==> config.mk <==
export PLATFORM = sky130hd
export DESIGN_NAME = hpt_group_search
export DESIGN_NICKNAME = d
export VERILOG_FILES = /design/src/rtl/hpt_pkg.sv /design/src/rtl/hpt_hash.sv /design/src/rtl/hpt_entry_cmp.sv /design/src/rtl/hpt_seq.sv /design/src/rtl/hpt_group_search.sv
export SDC_FILE = /design/constraint.sdc
export NUM_CORES = 1
export LEC_CHECK = 0
export BUFFER_PORTS_ARGS = -buffer_cell sky130_fd_sc_hd__buf_2
export CORE_AREA = 4 4 118 120
export CTS_BUF_LIST = sky130_fd_sc_hd__clkbuf_16
export CTS_CLUSTER_SIZE = 8
export DETAILED_ROUTE_END_ITERATION = 8
export DIE_AREA = 0 0 122 124
export GPL_TIMING_DRIVEN = 1
export PLACE_DENSITY = 0.84
export SYNTH_ARGS = -nofsm -noshare
export SYNTH_HDL_FRONTEND = slang
export SYNTH_SLANG_ARGS = --single-unit
==> constraint.sdc <==
create_clock -name clk -period 7.1 [get_ports clk]
set_input_delay 0.355 -clock clk [delete_from_list [all_inputs] [get_ports clk]]
set_output_delay 0.355 -clock clk [all_outputs]
set_load 0.005 [all_outputs]
==> src/rtl/hpt_pkg.sv <==
package hpt_pkg;
  localparam int SLOTS   = 8;
  localparam int SLOT_W  = 3;
  localparam int PROBES  = 2 * SLOTS;

  // Word 0 field positions (decoded by the memory image producer as well)
  localparam int W0_VALID = 0;
  localparam int W0_HID   = 1;
  localparam int W0_LARGE = 2;
  localparam int W0_ABBR  = 7;

  // Word 1 field positions
  localparam int W1_PP    = 0;
  localparam int W1_NX    = 2;
  localparam int W1_RPN   = 12;

  typedef enum logic {ST_IDLE, ST_RUN} hpt_state_e;
endpackage

==> src/rtl/hpt_hash.sv <==
module hpt_hash #(
  parameter int VPN_W       = 64,
  parameter int HASH_W      = 39,
  parameter int GRP_W       = 11,
  parameter int SMALL_SHIFT = 16,
  parameter int LARGE_SHIFT = 4
) (
  input  logic [VPN_W-1:0] vpn_i,
  input  logic             large_i,
  input  logic [GRP_W-1:0] mask_i,
  output logic [GRP_W-1:0] grp_pri_o,
  output logic [GRP_W-1:0] grp_sec_o
);
  localparam logic [VPN_W-1:0] ONES = {VPN_W{1'b1}};

  logic [VPN_W-1:0]  seg_small, seg_large, pg_small, pg_large;
  logic [VPN_W-1:0]  seg, pg;
  logic [HASH_W-1:0] hash;

  assign seg_small = vpn_i >> SMALL_SHIFT;
  assign seg_large = vpn_i >> LARGE_SHIFT;
  assign pg_small  = vpn_i & (ONES >> (VPN_W - SMALL_SHIFT));
  assign pg_large  = vpn_i & (ONES >> (VPN_W - LARGE_SHIFT));

  assign seg = large_i ? seg_large : seg_small;
  assign pg  = large_i ? pg_large  : pg_small;

  assign hash      = seg[HASH_W-1:0] ^ pg[HASH_W-1:0];
  assign grp_pri_o = hash[GRP_W-1:0] & mask_i;
  assign grp_sec_o = ~hash[GRP_W-1:0] & mask_i;
endmodule

==> src/rtl/hpt_entry_cmp.sv <==
module hpt_entry_cmp
  import hpt_pkg::*;
#(
  parameter int AVPN_W = 57,
  parameter int RPN_W  = 50
) (
  input  logic [AVPN_W+RPN_W+20:0] entry_i,
  input  logic [AVPN_W-1:0]        want_abbr_i,
  input  logic                     want_large_i,
  input  logic                     want_hid_i,
  output logic                     match_o,
  output logic [RPN_W-1:0]         rpn_o,
  output logic [1:0]               pp_o,
  output logic                     nx_o
);
  localparam int W0_W = AVPN_W + 7;
  localparam int W1_W = RPN_W + 14;

  logic [W0_W-1:0] w0;
  logic [W1_W-1:0] w1;

  assign w0 = entry_i[W0_W-1:0];
  assign w1 = entry_i[W0_W +: W1_W];

  assign match_o = w0[W0_VALID]
                 && (w0[W0_HID] == want_hid_i)
                 && (w0[W0_LARGE] == want_large_i)
                 && (w0[W0_ABBR +: AVPN_W] == want_abbr_i);

  assign rpn_o = w1[W1_RPN +: RPN_W];
  assign pp_o  = w1[W1_PP +: 2];
  assign nx_o  = w1[W1_NX];
endmodule

==> src/rtl/hpt_seq.sv <==
module hpt_seq
  import hpt_pkg::*;
#(
  parameter int VPN_W  = 64,
  parameter int AVPN_W = 57,
  parameter int RPN_W  = 50,
  parameter int GRP_W  = 11
) (
  input  logic                    clk,
  input  logic                    rst,
  input  logic                    req_valid_i,
  input  logic [VPN_W-1:0]        req_vpn_i,
  input  logic                    req_large_i,
  input  logic [GRP_W-1:0]        grp_pri_i,
  input  logic [GRP_W-1:0]        grp_sec_i,
  output logic                    mem_req_o,
  output logic [GRP_W+SLOT_W-1:0] mem_addr_o,
  input  logic                    mem_rvalid_i,
  input  logic                    match_i,
  input  logic [RPN_W-1:0]        rpn_i,
  input  logic [1:0]              pp_i,
  input  logic                    nx_i,
  output logic [AVPN_W-1:0]       want_abbr_o,
  output logic                    want_large_o,
  output logic                    want_hid_o,
  output logic                    done_o,
  output logic                    hit_o,
  output logic                    miss_o,
  output logic [SLOT_W-1:0]       slot_o,
  output logic                    sec_o,
  output logic [RPN_W-1:0]        rpn_o,
  output logic [1:0]              pp_o,
  output logic                    nx_o
);
  localparam int CNT_W = SLOT_W + 2;
  localparam int IDX_W = SLOT_W + 1;
  localparam logic [IDX_W-1:0] LAST_IDX = IDX_W'(PROBES - 1);

  hpt_state_e       state;
  logic [CNT_W-1:0] iss_idx;
  logic [IDX_W-1:0] chk_idx;
  logic             pend;
  logic [GRP_W-1:0] gp_q, gs_q;
  logic             issue;
  logic             finish_hit;

  assign finish_hit = mem_rvalid_i && match_i;
  assign issue = (state == ST_RUN) && !iss_idx[CNT_W-1]
               && (!pend || mem_rvalid_i) && !finish_hit;

  assign mem_req_o  = issue;
  assign mem_addr_o = {(iss_idx[SLOT_W] ? gs_q : gp_q), iss_idx[SLOT_W-1:0]};
  assign want_hid_o = chk_idx[SLOT_W];

  always_ff @(posedge clk) begin
    if (rst) begin
      state        <= ST_IDLE;
      iss_idx      <= '0;
      chk_idx      <= '0;
      pend         <= 1'b0;
      gp_q         <= '0;
      gs_q         <= '0;
      want_abbr_o  <= '0;
      want_large_o <= 1'b0;
      done_o       <= 1'b0;
      hit_o        <= 1'b0;
      miss_o       <= 1'b0;
      slot_o       <= '0;
      sec_o        <= 1'b0;
      rpn_o        <= '0;
      pp_o         <= '0;
      nx_o         <= 1'b0;
    end else begin
      done_o <= 1'b0;
      hit_o  <= 1'b0;
      miss_o <= 1'b0;
      case (state)
        ST_IDLE: begin
          if (req_valid_i) begin
            state        <= ST_RUN;
            iss_idx      <= '0;
            chk_idx      <= '0;
            pend         <= 1'b0;
            gp_q         <= grp_pri_i;
            gs_q         <= grp_sec_i;
            want_abbr_o  <= req_vpn_i[VPN_W-1 -: AVPN_W];
            want_large_o <= req_large_i;
          end
        end
        default: begin
          if (issue) begin
            iss_idx <= iss_idx + 1'b1;
            pend    <= 1'b1;
          end else if (mem_rvalid_i) begin
            pend <= 1'b0;
          end
          if (mem_rvalid_i) begin
            chk_idx <= chk_idx + 1'b1;
            if (match_i) begin
              state  <= ST_IDLE;
              pend   <= 1'b0;
              done_o <= 1'b1;
              hit_o  <= 1'b1;
              slot_o <= chk_idx[SLOT_W-1:0];
              sec_o  <= chk_idx[SLOT_W];
              rpn_o  <= rpn_i;
              pp_o   <= pp_i;
              nx_o   <= nx_i;
            end else if (chk_idx == LAST_IDX) begin
              state  <= ST_IDLE;
              pend   <= 1'b0;
              done_o <= 1'b1;
              miss_o <= 1'b1;
            end
          end
        end
      endcase
    end
  end

  // completion is a single-cycle pulse
  assert_done_pulse_R7: assert property (@(posedge clk) disable iff (rst)
    done_o |=> !done_o);

  // each completion is exactly one of hit or miss
  assert_result_excl_R8: assert property (@(posedge clk) disable iff (rst)
    done_o |-> (hit_o ^ miss_o));

  // back-to-back reads walk the slots in ascending order
  assert_slot_step_R4: assert property (@(posedge clk) disable iff (rst)
    (mem_req_o && $past(mem_req_o)) |->
      (mem_addr_o[SLOT_W-1:0] == $past(mem_addr_o[SLOT_W-1:0]) + 1'b1));

  // never more than one read outstanding
  assert_single_outstanding_R4: assert property (@(posedge clk) disable iff (rst)
    (pend && !mem_rvalid_i) |-> !mem_req_o);

  // the port is quiet once a result is delivered
  assert_quiet_after_done_R10: assert property (@(posedge clk) disable iff (rst)
    done_o |-> !mem_req_o);
endmodule

==> src/rtl/hpt_group_search.sv <==
module hpt_group_search
  import hpt_pkg::*;
#(
  parameter int VPN_W  = 64,
  parameter int AVPN_W = 57,
  parameter int RPN_W  = 50,
  parameter int HASH_W = 39,
  parameter int GRP_W  = 11
) (
  input  logic                     clk,
  input  logic                     rst,
  input  logic                     req_valid_i,
  input  logic [VPN_W-1:0]         req_vpn_i,
  input  logic                     req_large_i,
  input  logic [GRP_W-1:0]         hash_mask_i,
  output logic                     mem_req_o,
  output logic [GRP_W+2:0]         mem_addr_o,
  input  logic                     mem_rvalid_i,
  input  logic [AVPN_W+RPN_W+20:0] mem_rdata_i,
  output logic                     done_o,
  output logic                     hit_o,
  output logic                     miss_o,
  output logic [2:0]               slot_o,
  output logic                     sec_o,
  output logic [RPN_W-1:0]         rpn_o,
  output logic [1:0]               pp_o,
  output logic                     nx_o
);
  logic [GRP_W-1:0]  grp_pri, grp_sec;
  logic [AVPN_W-1:0] want_abbr;
  logic              want_large, want_hid;
  logic              match;
  logic [RPN_W-1:0]  ent_rpn;
  logic [1:0]        ent_pp;
  logic              ent_nx;

  hpt_hash #(
    .VPN_W(VPN_W), .HASH_W(HASH_W), .GRP_W(GRP_W),
    .SMALL_SHIFT(16), .LARGE_SHIFT(4)
  ) u_hash (
    .vpn_i    (req_vpn_i),
    .large_i  (req_large_i),
    .mask_i   (hash_mask_i),
    .grp_pri_o(grp_pri),
    .grp_sec_o(grp_sec)
  );

  hpt_entry_cmp #(.AVPN_W(AVPN_W), .RPN_W(RPN_W)) u_cmp (
    .entry_i     (mem_rdata_i),
    .want_abbr_i (want_abbr),
    .want_large_i(want_large),
    .want_hid_i  (want_hid),
    .match_o     (match),
    .rpn_o       (ent_rpn),
    .pp_o        (ent_pp),
    .nx_o        (ent_nx)
  );

  hpt_seq #(
    .VPN_W(VPN_W), .AVPN_W(AVPN_W), .RPN_W(RPN_W), .GRP_W(GRP_W)
  ) u_seq (
    .clk         (clk),
    .rst         (rst),
    .req_valid_i (req_valid_i),
    .req_vpn_i   (req_vpn_i),
    .req_large_i (req_large_i),
    .grp_pri_i   (grp_pri),
    .grp_sec_i   (grp_sec),
    .mem_req_o   (mem_req_o),
    .mem_addr_o  (mem_addr_o),
    .mem_rvalid_i(mem_rvalid_i),
    .match_i     (match),
    .rpn_i       (ent_rpn),
    .pp_i        (ent_pp),
    .nx_i        (ent_nx),
    .want_abbr_o (want_abbr),
    .want_large_o(want_large),
    .want_hid_o  (want_hid),
    .done_o      (done_o),
    .hit_o       (hit_o),
    .miss_o      (miss_o),
    .slot_o      (slot_o),
    .sec_o       (sec_o),
    .rpn_o       (rpn_o),
    .pp_o        (pp_o),
    .nx_o        (nx_o)
  );
endmodule

## Word level (Yosys, flattened, before mapping)

Index checks and enable logic that the tools add are counted.
W data, S select, Z words.

| word-level totals | value |
|---|---|
| register bits after elaboration | 151 |
| latch bits | 0 |
| memory bits (writable) | 0 |
| memory bits (read-only) | 0 |
| bits of input ports | 208 |
| output and inout port bits | 75 |
| logic and storage cells | 72 |
| memories kept | 0 |

| cells by class | value |
|---|---|
| $add $sub $neg | 2 |
| multipliers | 0 |
| divide/modulo/power cells | 0 |
| $lt $le $gt $ge | 0 |
| equality and inequality tests | 6 |
| shift operators | 0 |
| muxes and demuxes | 24 |
| bitwise gates (word level) | 6 |
| reductions and logical operators | 18 |

Operators by type and width:

| cell | number |
|---|---|
| $eq A57 B57 Y1 | 1 |
| $mux W11 | 3 |
| $and A11 B11 Y11 | 2 |
| $mux W1 | 15 |
| $mux W5 | 3 |
| $mux W4 | 3 |
| $not A11 Y11 | 1 |
| $xor A11 B11 Y11 | 1 |
| $logic_and A1 B1 Y1 | 7 |
| $reduce_and A2 Y1 | 3 |
| $add A5 B1 Y5 const B | 1 |
| $add A4 B1 Y4 const B | 1 |
| $eq A4 B4 Y1 const B | 1 |
| $ne A2 B2 Y1 const B | 2 |
| $reduce_or A4 Y1 | 1 |
| $logic_not A1 Y1 | 3 |
| $reduce_and A3 Y1 | 1 |
| $reduce_or A3 Y1 | 1 |
| $eq A1 B1 Y1 | 2 |
| $not A1 Y1 | 2 |
| $reduce_bool A2 Y1 | 1 |
| $logic_or A1 B1 Y1 | 1 |

## Longest topological paths before layout

| depth | value |
|---|---|
| depth in word-level cells | 12 |
| mapped depth | 9 |
| mapped depth without buffers | 7 |

## Modules after synthesis

A second synthesis with hierarchy kept.

| unflattened totals | value |
|---|---|
| cell total of the unflattened synthesis | 897 |
| area total of the unflattened synthesis | 7043.0 µm² |

Modules (own cells, without submodules):

| module | instances | cells an instance | area an instance (µm²) | sequential area each (µm²) |
|---|---|---|---|---|
| hpt_seq | 1 | 685 | 5466.5 | 3022.9 |
| hpt_entry_cmp | 1 | 147 | 1078.5 | 0.0 |
| hpt_hash | 1 | 65 | 498.0 | 0.0 |

## Least setup slack after synthesis

Ideal clock, no wire load.

| timing | value |
|---|---|
| path type | input to register |
| start | in mem_rdata_i[22] |
| end | reg u_seq.pp_o[0] |
| library setup time | 0.128 ns |
| arrival | 2.281 ns |
| required time | 6.972 ns |
| setup slack | 4.692 ns |
| cell stages on the path | 9 |
| buffers on the path | 2 |
| path through | nor2b_1 a2111oi_0 nand4_1 or4_4 nor3_4 buf_6 buf_6 mux2i_1 nor2_1 |

| on the way | value |
|---|---|
| longest elaborated chain between the ends | 3 |

RTL lines:

| what | RTL line | text |
|---|---|---|
| start: declaration | hpt_group_search.sv:19 | `input logic [AVPN_W+RPN_W+20:0] mem_rdata_i,` |
| $eq A57 B57 Y1 | hpt_entry_cmp.sv:28 | `&& (w0[W0_ABBR +: AVPN_W] == want_abbr_i);` |
| $logic_and A1 B1 Y1 | hpt_entry_cmp.sv:28 |  |
| $reduce_and A3 Y1 (no source line) | n/a |  |
| end signal: assignment | hpt_seq.sv:107 | `pp_o <= pp_i;` |
| end: declaration | hpt_seq.sv:32 | `output logic [1:0] pp_o,` |

Every way passes these cells.
A chain may end at the register's enable or synchronous reset.

## Final worst setup path

| timing | value |
|---|---|
| start | reg u_seq.chk_idx[3] |
| end | out mem_req_o |

| on the way | value |
|---|---|
| longest elaborated chain between the ends | 7 |

RTL lines:

| what | RTL line | text |
|---|---|---|
| start: declaration | hpt_seq.sv:41 | `logic [IDX_W-1:0] chk_idx;` |
| start signal: assignment | hpt_seq.sv:98 | `chk_idx <= chk_idx + 1'b1;` |
| $eq A1 B1 Y1 | hpt_entry_cmp.sv:26 | `&& (w0[W0_HID] == want_hid_i)` |
| $logic_and A1 B1 Y1 | hpt_entry_cmp.sv:26 |  |
| $logic_and A1 B1 Y1 | hpt_entry_cmp.sv:27 | `&& (w0[W0_LARGE] == want_large_i)` |
| $logic_and A1 B1 Y1 | hpt_entry_cmp.sv:28 |  |
| $logic_and A1 B1 Y1 | hpt_seq.sv:47 | `assign finish_hit = mem_rvalid_i && match_i;` |
| $logic_not A1 Y1 | hpt_seq.sv:49 | `&& (!pend \|\| mem_rvalid_i) && !finish_hit;` |
| $logic_and A1 B1 Y1 | hpt_seq.sv:49 |  |
| end: declaration | hpt_group_search.sv:16 | `output logic mem_req_o,` |

Every way passes these cells.

==> summary.md <==
| Metric | Value |
|---|---|
| Max Cap Viol | `0` |
| Number of setup buffers added after CTS | `0` |
| Syn-to-layout area delta | `29.73%` |
| Die Height | `124 microns` |
| Total Routing Usage GR | `23.32%` |
| Part of the Yosys area used for sequential elements | `46.52%` |
| Fmax | `290.1 MHz` |
| Largest net degree at the start of global routing | `89` |
| Die area | `0.01513 sq mm` |
| Total wire length | `18100 microns` |
| Post-synth ARST share | `0%` |
| Cell chain of the critical path | `xnor2_1, nand4_1, nor4_1, nand3_1, o31ai_2, nor2_1, buf_2` |
| Port Buffers | `267` |
| Starting density of the core | `50.07%` |
| Clock buffer count from CTS | `17` |
| CTS tree | `done` |
| Final ANT Viol Nets | `0` |
| DR vias | `~6100` |
| Slowest cell on the critical path | `o31ai_2` |
| Required @ worst endpoint | `6.74 ns` |
| Status | `completed` |
| WP data arrival | `3.09 ns` |
| Rows | `between 40 and 50` |
| Cell taking the most area after synthesis | `dfxtp_1` |
| Ratio of cells with drive above 1 in the final layout | `between 30% and 40%` |
| Synth Warn # | `0` |
| Slowest stage delay, CP | `0.57 ns` |
| Root buf cell | `clkbuf_16` |
| Power, Total | `0.001942 W` |
| Post-Syn Nets | `~960` |
| CTS hold repair buffers | `0` |
| Vias in the first global route | `between 5000 and 6000` |
| Hold Crit Class | `primary input to flip-flop` |
| Non-Filler Instances | `around 1200` |
| Clock Pin Slew Worst Setup and Hold Paths | `approximately 0.060 ns` |
| Cells after Synth | `747` |
| Ranking of synthesized cells by area | `dfxtp_1 47%, mux2i_1 9.5%, nand2_1 8.5%, a21oi_1 6.4%, xnor2_1 5.3%` |
| Layout Nets | `1199` |
| Synth Cell Area | `0.006499 sq mm` |
| Final Slew Violations | `0` |
| RSZ-0062 raised after global routing | `false` |
| Pre-Repair DR Iteration Count | `5` |
| Number of synthesized register bits | `151` |
| Maximum VDD drop | `148.9 uV` |
| Final Setup Violations | `0` |
| Period Utilization, post-route | `between 40% and 50%` |
| Core ar. | `between 0.01 and 0.015 sq mm` |
| Avg Inst Size Synth | `8.700 sq um` |
| First DRT Iteration DRCs | `between 300 and 400` |
| Pwr/cell area | `around 230 mW/mm^2` |
| Critical path launch point type | `flip-flop` |
| Post-synth cell types | `40` |
| Post-synth top area share | `46.52%` |
| Post-synth top cells | `151 x dfxtp_1, 148 x nand2_1, 83 x a21oi_1` |
| First-pass GRT wire length | `27350 microns` |
| TNS Setup | `0 ns` |
| Crit Path Class | `flip-flop to output port` |
| Inst Count DP | `1146` |
| Die width | `122 microns` |
| Crit. End Element | `output port` |
| Grt ovf | `0` |
| Sinks on Clock Net | `151` |
| Rel. slew slack | `37.26%` |
| WL/cell | `between 15 and 20 microns` |
| Clock Skew | `0.007977 ns` |
| Lkg Pwr | `3.624 nW` |
| Post-CTS Resized | `0` |
| CTS max path bufs | `2` |
| Worst Path Max Fanout | `8` |
| Post-DP HPWL | `13520 microns` |
| DR DRC count | `0` |
| # diodes | `0` |
| Top-count cell post-synth | `dfxtp_1` |
| # H-tree levels | `4` |
| Worst slew pin tran | `between 0.9 and 1 ns` |
| Hold_ws | `0.1750 ns` |
| Post-synth EDFFs | `0` |
| Boundary pin count | `283` |
| Tmin final | `3.447 ns` |
| RePlAce Congestion | `0.8233` |
| Initial antenna violation count | `4` |
| Synth Flop Type | `dfxtp_1` |
| Skew-Pair Late Insertion Delay | `0.41 ns` |
| Vias per inst | `slightly above 5` |
| Final Hold Fails | `0` |
==> final timing paths <==
kind	from	endpoint	slack, ns	depth (start not counted)
worst min register to register	u_seq.gp_q[7]	u_seq.gp_q[7]	0.45	2
worst max register to register	u_seq.chk_idx[3]	u_seq.rpn_o[42]	3.81	8
worst max-delay path	u_seq.chk_idx[3]	mem_req_o	3.65	7
worst min-delay path	req_vpn_i[46]	u_seq.want_abbr_o[39]	0.18	3
==> kinds of logic after synthesis <==
family / count (synthesis) / share of synthesized area, %
AOI/OAI and AO/OA: 120 / 10.72
xor gates and xnor gates: 55 / 7.412
adders and majority gates: 2 / 0.3850
buffers and inverters: 61 / 4.274
DFF: 151 / 46.52
muxes: 73 / 11.46
and+or+nand+nor: 285 / 19.23
==> routing by layer <==
metal | GRT usage (%) | share of wire, % | vias up
li1 | - | - | 3015
met3 | 8.765 | 10 | 34
met1 | 25.99 | 38 | 2778
met4 | 8.683 | 2.1 | 8
met2 | 40.68 | 50 | 235
met5 | 0 | 0.31 | -
==> metrics by stage <==
stage,cell area (sq um),util [%],setup slack (ns)
after global placement,7869,60.62,3.860
after global routing,8431,64.95,3.405
after detailed placement,7869,60.62,3.835
after CTS,8431,64.95,3.720
after floorplan,6499,-,4.692
final,8431,64.95,3.653
==> area by class of cell <==
type                       count  area (sq um)
inverter                      13         48.80
sequential                   151          3023
clock buffer                  17         425.4
multi-input combinational    535          3208
clock inverter                15         136.4
timing repair buffer         271          1369
tap                          176         220.2
fill                        1106          4549
==> flip-flops by register name, indices dropped and copies added, names as in the netlist <==
name,cells
u_seq.chk_idx,4
u_seq.done_o,1
u_seq.gp_q,11
u_seq.gs_q,11
u_seq.hit_o,1
u_seq.iss_idx,5
u_seq.miss_o,1
u_seq.nx_o,1
u_seq.pend,1
u_seq.pp_o,2
u_seq.rpn_o,50
u_seq.sec_o,1
u_seq.slot_o,3
u_seq.state,1
u_seq.want_abbr_o,57
u_seq.want_large_o,1
==> power breakdown <==
| group | internal [W] | leakage (nW) | total, W | switching, W |
|---|---|---|---|---|
| sequential | 0.000874 | 1.23 | 0.000892 | 0.0000181 |
| clock | 0.000511 | 0.275 | 0.000855 | 0.000345 |
| combinational | 0.0000911 | 2.12 | 0.000195 | 0.000104 |
==> layout by cell type (no fill, tap or decap), drive strengths merged, types with 9 or more instances in the layout <==
master	Yosys	final
clkbuf	36	17
nand2b	10	10
o2111ai	9	9
mux2i	62	62
buf	12	271
nand2	148	148
xor2	16	16
nor2b	11	11
a21oi	83	83
inv	13	15
nor2	68	68
nand3	16	16
xnor2	39	39
nand4	11	11
dfxtp	151	151
o21ai	10	10
mux2	11	11
==> worst max-delay path: cells and delay by family, from the launching register on <==
kind / cells / cell delay (ns)
buffers and inverters: 1 / 0.17
XOR/XNOR: 1 / 0.46
AO/OA/AOI/OAI: 1 / 0.57
flip-flops: 1 / 0.35
AND/OR/NAND/NOR: 4 / 1.14
No activity file was read; power rests on OpenSTA's default activity.
